<file path="config.mk">
export PLATFORM = sky130hd
export DESIGN_NAME = hb_fault_supervisor
export DESIGN_NICKNAME = d
export VERILOG_FILES = /design/src/rtl/hbfs_pkg.sv /design/src/rtl/hbfs_sync.sv /design/src/rtl/hbfs_rst_ctrl.sv /design/src/rtl/hb_oc_fsm.sv /design/src/rtl/hb_fault_supervisor.sv
export SDC_FILE = /design/constraint.sdc
export NUM_CORES = 1
export LEC_CHECK = 0
export BUFFER_PORTS_ARGS = -buffer_cell sky130_fd_sc_hd__buf_2
export CORE_MARGIN = 4
export CORE_UTILIZATION = 25
export DETAILED_ROUTE_END_ITERATION = 8
export PLACE_DENSITY = 0.39
export SLEW_MARGIN = 20
export SYNTH_ARGS = -nofsm -noshare
export SYNTH_HDL_FRONTEND = slang
export SYNTH_HIERARCHICAL = 1
export SYNTH_SLANG_ARGS = --single-unit
export TNS_END_PERCENT = 1
</file>
<file path="constraint.sdc">
create_clock -name clk -period 3.5 [get_ports clk]
set_clock_uncertainty 0.15 [all_clocks]
set_input_delay 0.35 -clock clk [delete_from_list [all_inputs] [get_ports clk]]
set_output_delay 0.35 -clock clk [all_outputs]
set_load 0.01 [all_outputs]
</file>
<file path="src/rtl/hbfs_pkg.sv">
`timescale 1ns/1ps
package hbfs_pkg;
    typedef enum logic [1:0] {
        ST_RUN        = 2'd0,
        ST_DEGLITCH   = 2'd1,
        ST_RETRY_WAIT = 2'd2
    } oc_state_e;
endpackage

</file>
<file path="src/rtl/hbfs_sync.sv">
`timescale 1ns/1ps
// Multi-flop synchronizer for asynchronous fault flags.
module hbfs_sync #(
    parameter int STAGES = 2,
    parameter int WIDTH  = 1
) (
    input  logic             clk,
    input  logic             rst_n,
    input  logic [WIDTH-1:0] d,
    output logic [WIDTH-1:0] q
);
    logic [WIDTH-1:0] chain [STAGES];

    always_ff @(posedge clk or negedge rst_n) begin
        if (!rst_n) chain[0] <= '0;
        else        chain[0] <= d;
    end

    for (genvar s = 1; s < STAGES; s++) begin : g_stage
        always_ff @(posedge clk or negedge rst_n) begin
            if (!rst_n) chain[s] <= '0;
            else        chain[s] <= chain[s-1];
        end
    end

    assign q = chain[STAGES-1];
endmodule

</file>
<file path="src/rtl/hbfs_rst_ctrl.sv">
`timescale 1ns/1ps
// Global reset: asserted asynchronously by rst_n or undervoltage,
// released synchronously after STAGES clock edges.
module hbfs_rst_ctrl #(
    parameter int STAGES = 2
) (
    input  logic clk,
    input  logic rst_n,
    input  logic uv_flag,
    output logic int_rst_n
);
    logic              hold_n;
    logic [STAGES-1:0] chain;

    assign hold_n = rst_n & ~uv_flag;

    always_ff @(posedge clk or negedge hold_n) begin
        if (!hold_n) chain <= '0;
        else         chain <= {chain[STAGES-2:0], 1'b1};
    end

    assign int_rst_n = chain[STAGES-1];
endmodule

</file>
<file path="src/rtl/hb_oc_fsm.sv">
`timescale 1ns/1ps
// Per-bridge overcurrent deglitch and retry state machine.
// DEGLITCH_CYC must be at least 2.
module hb_oc_fsm
    import hbfs_pkg::*;
#(
    parameter int DEGLITCH_CYC = 250,
    parameter int RETRY_CYC    = 125000
) (
    input  logic clk,
    input  logic rst_n,
    input  logic oc_active,
    output logic retry_off
);
    localparam int MAX_CYC = (RETRY_CYC > DEGLITCH_CYC) ? RETRY_CYC : DEGLITCH_CYC;
    localparam int CNT_W   = $clog2(MAX_CYC + 1);
    localparam logic [CNT_W-1:0] DEG_LAST   = CNT_W'(DEGLITCH_CYC - 1);
    localparam logic [CNT_W-1:0] RETRY_LAST = CNT_W'(RETRY_CYC - 1);
    localparam logic [CNT_W-1:0] CNT_ONE    = CNT_W'(1);

    oc_state_e        state, nxt_state;
    logic [CNT_W-1:0] cnt, nxt_cnt;

    // State register
    always_ff @(posedge clk or negedge rst_n) begin
        if (!rst_n) begin
            state <= ST_RUN;
            cnt   <= '0;
        end else begin
            state <= nxt_state;
            cnt   <= nxt_cnt;
        end
    end

    // Transitions
    always_comb begin
        nxt_state = state;
        nxt_cnt   = cnt;
        unique case (state)
            ST_RUN: begin
                if (oc_active) begin
                    nxt_state = ST_DEGLITCH;
                    nxt_cnt   = CNT_ONE;
                end
            end
            ST_DEGLITCH: begin
                if (!oc_active) begin
                    nxt_state = ST_RUN;
                    nxt_cnt   = '0;
                end else if (cnt == DEG_LAST) begin
                    nxt_state = ST_RETRY_WAIT;
                    nxt_cnt   = '0;
                end else begin
                    nxt_cnt = cnt + CNT_ONE;
                end
            end
            ST_RETRY_WAIT: begin
                if (cnt == RETRY_LAST) begin
                    if (oc_active) begin
                        nxt_state = ST_DEGLITCH;
                        nxt_cnt   = CNT_ONE;
                    end else begin
                        nxt_state = ST_RUN;
                        nxt_cnt   = '0;
                    end
                end else begin
                    nxt_cnt = cnt + CNT_ONE;
                end
            end
            default: begin
                nxt_state = ST_RUN;
                nxt_cnt   = '0;
            end
        endcase
    end

    // Outputs
    always_comb begin
        retry_off = (state == ST_RETRY_WAIT);
    end
endmodule

</file>
<file path="src/rtl/hb_fault_supervisor.sv">
`timescale 1ns/1ps
module hb_fault_supervisor #(
    parameter int NB           = 2,
    parameter int SYNC_STAGES  = 2,
    parameter int DEGLITCH_CYC = 250,
    parameter int RETRY_CYC    = 125000
) (
    input  logic          clk,
    input  logic          rst_n,
    input  logic          uv_flag,
    input  logic          ot_flag,
    input  logic [NB-1:0] oc_hi,
    input  logic [NB-1:0] oc_lo,
    output logic [NB-1:0] bridge_off,
    output logic          logic_rst
);
    localparam int FLAG_W = NB + 1;

    logic          int_rst_n;
    logic [NB-1:0] oc_sync;
    logic          ot_sync;
    logic [NB-1:0] retry_act;

    hbfs_rst_ctrl #(.STAGES(SYNC_STAGES)) u_rst (
        .clk       (clk),
        .rst_n     (rst_n),
        .uv_flag   (uv_flag),
        .int_rst_n (int_rst_n)
    );

    hbfs_sync #(.STAGES(SYNC_STAGES), .WIDTH(FLAG_W)) u_sync (
        .clk   (clk),
        .rst_n (int_rst_n),
        .d     ({ot_flag, oc_hi | oc_lo}),
        .q     ({ot_sync, oc_sync})
    );

    for (genvar b = 0; b < NB; b++) begin : g_bridge
        hb_oc_fsm #(
            .DEGLITCH_CYC (DEGLITCH_CYC),
            .RETRY_CYC    (RETRY_CYC)
        ) u_fsm (
            .clk       (clk),
            .rst_n     (int_rst_n),
            .oc_active (oc_sync[b]),
            .retry_off (retry_act[b])
        );
    end

    assign bridge_off = retry_act | {NB{ot_sync | ~int_rst_n}};
    assign logic_rst  = ~int_rst_n;
endmodule

</file>
==> Yosys cells after proc, flatten, opt, wreduce, memory -nomap -nowiden <==
Cells that the tools add are included.
Widths: inputs -> output; s select.
{ "word_totals": {"inputBits": 8, "output_inout_bits": 3, "register_bits": 46} }
{ "op_classes": {"eq_ne": 14, "n_addsub": 2, "bitwise": 6, "mux": 24, "reduce_logical": 4} }
{ "ops": {"columns": ["cell", "count"], "rows": [
  ["$mux 17", 8],
  ["$pmux 17 s3", 2],
  ["$add 17x1->17 const B", 2],
  ["$eq 17x17->1 const B", 2],
  ["$eq 17x8->1 const B", 2],
  ["$mux 2", 8],
  ["$pmux 2 s3", 2],
  ["$ne 2x2->1 const B", 4],
  ["$ne 3x2->1 const B", 2],
  ["$reduce_and 3->1", 2],
  ["$eq 2x1->1 const B", 2],
  ["$eq 2x2->1 const B", 2],
  ["$logic_not 2->1", 2],
  ["$mux 1", 4],
  ["$or 2x2->2", 2],
  ["$not 1->1", 2],
  ["$and 1x1->1", 1],
  ["$or 1x1->1", 1]
]} }

==> Logic depth before layout (Yosys ltp) <==
{ "logic_depth": {"depth_word": 4, "depth_mapped": 7, "ltp_nobuf": 6} }

==> By module <==
The synthesis kept the hierarchy.
{ "by_module_without_submodules": {"columns": ["mod", "n_inst", "seq_area_each_um2", "area_each_um2", "cells_per_inst"], "rows": [
  ["hb_oc_fsm", 2, 475.5, 1158.6, 123],
  ["hbfs_sync", 1, 150.1, 172.7, 9],
  ["hbfs_rst_ctrl", 1, 50.0, 67.6, 4],
  ["hb_fault_supervisor", 1, 0.0, 33.8, 5]
]} }

==> Worst setup path before layout <==
No wires, ideal clock.
{ "synth_path": {"path_type": "reg-to-reg", "startpoint": "reg g_bridge[0].u_fsm.cnt[8]", "endpoint": "reg g_bridge[0].u_fsm.cnt[15]", "required_ns": 3.224, "path_stages_with_launch": 6, "arrival_ns": 2.064, "period_less_slack_ns": 2.340, "setup_time_ns": 0.126, "slack_ns": 1.160, "path_cell_list": "dfrtp_1 or4_1 or4_4 a211oi_2 buf_6 a21oi_1"} }
{ "synth_via": {"elab_chain_len": 4, "word_cells_on_any_way": 7, "cone_classes": "add/sub (1); eq/ne (2); mux (4)"} }
{ "synth_rtl": {"columns": ["item", "line", "rtl"], "rows": [
  ["start: declaration", "hb_oc_fsm.sv:22", "logic [CNT_W-1:0] cnt, nxt_cnt;"],
  ["start signal: assignment", "hb_oc_fsm.sv:31", "cnt <= nxt_cnt;"],
  ["$add 17x1->17 or $eq 17x8->1 (tied branches)", "hb_oc_fsm.sv:54, hb_oc_fsm.sv:67, hb_oc_fsm.sv:50", null],
  ["$mux 17", "hb_oc_fsm.sv:50", "end else if (cnt == DEG_LAST) begin"],
  ["$mux 17", "hb_oc_fsm.sv:47", "if (!oc_active) begin"],
  ["$pmux 17 s3 *", "hb_oc_fsm.sv:39", "unique case (state)"]
]} }
Every way passes the cells marked *; elsewhere a longest branch is shown, timed or not.
A chain may end at the register's enable or synchronous reset.

==> Worst setup path after layout <==
{ "layout_path": {"startpoint": "reg g_bridge[0].u_fsm.cnt[0]", "endpoint": "reg g_bridge[0].u_fsm.cnt[5]"} }
Same word-level chain as after synthesis.

==> summary by stage <==
Synth
The synthesized netlist contains 47 unique library cells. The count of flip-flops with a built-in enable after synthesis is 0. The number of storage elements in the synthesis netlist is 46. The synthesized net count is 276. The share of flip-flops with an asynchronous set or reset after synthesis is 100%.

The synthesized netlist occupies a cell area of 2590 um2. The sequential element share of the synthesized area is between 40% and 50%. The average cell area after synthesis is just under 10 um2. Synthesis handed over a netlist of 264 instances. The dominant register cell in the synthesized netlist is sky130_fd_sc_hd__dfrtp_1. The count of synthesis-stage warnings from yosys is 6.

STA
Static timing analysis puts the maximum clock frequency at 398 MHz. The number of max-slew violations in the final report is 0. The hold violation count in the final report was 0.

In the finished design, the share of the clock period the worst path needs comes to 71.8%. The tightest slew margin relative to the limit is between 50 and 60%. The total negative setup slack is 0 ns. The slew at the pin closest to its max-slew limit is 0.598 ns. Hold is met by 0.0313 ns.

The final count of negative-setup-slack endpoints is 0. The worst path in the final design needs a cycle of 2.51 ns, including I/O delays and setup. Setup repair after global routing left no endpoint under its margin.

Place
At the end of routability-driven placement, the weighted congestion stood at 0.758. The final HPWL from detailed placement is roughly 4200 um. In this run, placement finished with an instance count of roughly 400. The cell area reported after detailed placement is 2730 um2. The count of buffers from port buffering is 10.

Critical path
The setup slack on the worst flop-to-flop path is 0.99 ns. The largest driver fanout on the critical path is 13. Data arrives at the worst endpoint at 2.55 ns. The signal on the critical path passes through ha_1, or4b_1, or4_4, a211oi_2, buf_4, nor2_1. The required time of the critical path is around 3.5 ns. The sort of element at the end of the critical path is a flip-flop. The startpoint class of the critical path is a flip-flop. The largest incremental delay on the critical path is 0.48 ns. The type of the setup path with the least slack is reg2reg. The cell with the largest stage delay on the worst path is sky130_fd_sc_hd__or4b_1. Grouping stages by cell kind, the critical path spends the most delay in simple AND/OR/NAND/NOR gates. Together, buffers and inverters on the worst path number 1.

CTS
The longest clock path from root to sink contains 2 buffers. The clock latency on the worst-skew pair is 0.30 ns. The clock tree from TritonCTS is done. After clock tree synthesis, the clock-pin slew on the worst setup and hold paths is 0.09 ns. The number of clock sinks is 46.

The H-tree generated during clock tree synthesis spans 2 levels. The cell at the root of the clock tree is sky130_fd_sc_hd__clkbuf_8. After clock tree synthesis, the setup repair step added 0 buffers. The number of buffers created by CTS is 5.

Floorplanning
The initial core utilization is 26.0%. During I/O placement, the number of pins put on the boundary was 11. The die span in y is 110 um.

The total core area is 9950 um2. The floorplan has 36 rows. The floorplan step set the die width to 110 um.

The full die area is 12100 um2.

Global route
The number of antenna violations at the first check in global routing is 0. The wire length of the first global-routing pass is around 9900 um. Entering global routing, the biggest net connects 33 pins.

The total track usage is 10.5%. The number of global-route vias before repair is between 1500 and 2000. Global routing finished with a remaining overflow of 0.

Outcome
The flow ran to the end, and the final reports show no timing, DRC or antenna violations.

Worst hold path
The type of the worst min-delay path is reg2async.

Finish
The count of placed standard cells in the final layout, fillers left out is 408. The total number of nets in the final design is ~290. The finished layout cell area is 2870 um2. The layout has 1065 filler cells. Compared with the post-synthesis result, the final layout area differs by 10.7%. The proportion of layout cells with a drive suffix above 1 is 14.2%.

The final core area utilization is just under 30%. The repair_antennas step left the layout with diodes totalling 0.

Pwr
Across the VDD grid, the largest voltage drop is 0.173 mV. For this design the static power due to leakage is 1.13 nW. Power spread over the standard cell area amounts to 474 nW/um2.

Detailed routing
For this block, the via count after detailed routing is just under 2000. After the first detailed-routing iteration, the DRC count stood at 104. After detailed routing, the average wire length per cell comes to 14.3 um. Dividing the detail-routed via count by the number of cells gives 4.86. After detailed routing, the number of remaining DRC violations is 0. Before antenna repair, the detailed router went through 4 iterations. Summed over all layers, the routed wires come to 5850 um. The count of nets left with antenna violations once routing finished came out at 0.

Flow run
The reported max-cap violation count is 0.
==> layer usage <==
layer	vias up	track usage (%)	part of all wire, %
li1	988	-	-
met1	964	16.0	54
met2	25	14.9	42
met3	5	2.29	3.4
met4	0	2.94	0.89
met5	-	0	0
==> layout make-up <==
class                      instances  area, um2  area share, %
timing repair buffer              18        118           4.10
clock inverter                     3       40.0           1.40
sequential                        46       1150           40.2
inverter                           9       33.8           1.18
tap                              133        166           5.80
multi-input combinational        194       1290           44.9
clock buffer                       5       68.8           2.40
==> logic make-up after synthesis <==
family | share of synthesized area [%]
AND/OR/NAND/NOR | 27.7
AO/OA/AOI/OAI | 13.9
flip-flops | 44.4
buffers and inverters | 5.84
XOR/XNOR | 6.08
adder cells (fa/ha/maj) | 1.93
other | 0.145
==> flip-flops by register name, summed over array words and instances (netlist names) <==
| name | cells |
|---|---|
| g_bridge.u_fsm/cnt | 34 |
| g_bridge.u_fsm/state | 4 |
| u_rst/chain | 2 |
| u_sync/chain | 3 |
| u_sync/q | 3 |
==> worst reg2reg max path, cell delays in order (launching register included) <==
cell and delay [ns]:
sky130_fd_sc_hd__dfrtp_1 0.47, sky130_fd_sc_hd__ha_1 0.28, sky130_fd_sc_hd__or4b_1 0.48, sky130_fd_sc_hd__or4_4 0.48
sky130_fd_sc_hd__a211oi_2 0.23, sky130_fd_sc_hd__buf_4 0.23, sky130_fd_sc_hd__nor2_1 0.07
==> path summary, 6_finish.rpt <==
check	end	start	cells after the start
max	g_bridge[0].u_fsm/cnt[5]$_DFFE_PN0P_	g_bridge[0].u_fsm/cnt[0]$_DFFE_PN0P_	6
min	g_bridge[0].u_fsm/cnt[4]$_DFFE_PN0P_	u_rst/chain[1]$_DFF_PN0_	0
max reg2reg	g_bridge[0].u_fsm/cnt[5]$_DFFE_PN0P_	g_bridge[0].u_fsm/cnt[0]$_DFFE_PN0P_	6
min reg2reg	g_bridge[0].u_fsm/cnt[4]$_DFFE_PN0P_	u_rst/chain[1]$_DFF_PN0_	0
max in group asynchronous	u_rst/chain[1]$_DFF_PN0_	rst_n	4
min in group clk	u_sync/chain[4]$_DFF_PN0_	oc_hi[1]	2
==> cell usage after synthesis, types with 5 or more instances <==
cell type / count / share of area [%]
sky130_fd_sc_hd__dfrtp_1: 46 / 44
sky130_fd_sc_hd__inv_1: 9 / 1.3
sky130_fd_sc_hd__buf_4: 5 / 1.4
sky130_fd_sc_hd__nor2_1: 20 / 2.9
sky130_fd_sc_hd__a21oi_1: 16 / 3.1
sky130_fd_sc_hd__o31ai_1: 6 / 1.7
sky130_fd_sc_hd__nand2_1: 10 / 1.4
sky130_fd_sc_hd__o21ai_0: 12 / 2.3
sky130_fd_sc_hd__xor2_1: 6 / 2.0
sky130_fd_sc_hd__nor4b_1: 6 / 2.0
sky130_fd_sc_hd__nand3_1: 14 / 2.7
sky130_fd_sc_hd__xnor2_1: 12 / 4.1
sky130_fd_sc_hd__nor4_1: 6 / 1.4
sky130_fd_sc_hd__or3_1: 6 / 1.4
sky130_fd_sc_hd__nor3_1: 6 / 1.2
sky130_fd_sc_hd__nand4_1: 10 / 2.4
==> placed cells by master, fill, tap and decap left out, drive strengths merged, types with 8 or more instances in the layout <==
cell type  instances
inv                9
dfrtp             46
nand3             14
o21ai             12
a21oi             16
or3                8
nand2             10
nor2              20
nor3               8
nand4             10
xnor2             12
buf               15
==> stage by stage <==
step                      worst slack (ns)  power (mW)
after floorplan                       1.16       0.887
after global placement                1.00       0.974
after detailed placement              1.00       0.970
after CTS                            0.983        1.39
after global routing                 0.854        1.46
final                                0.986        1.36
==> power breakdown <==
part           internal [mW]  leakage, nW  switching, mW
Combinational          0.127        0.465          0.168
Sequential             0.576        0.606         0.0863
Clock                  0.211       0.0579          0.192
==> timing repair <==
action / CTS / global route
endpoints found under the hold margin: 3 / 0
resized for setup: 0 / 0
hold buffers: 3 / 0
Note: power is estimated with default switching activity, not from simulation.
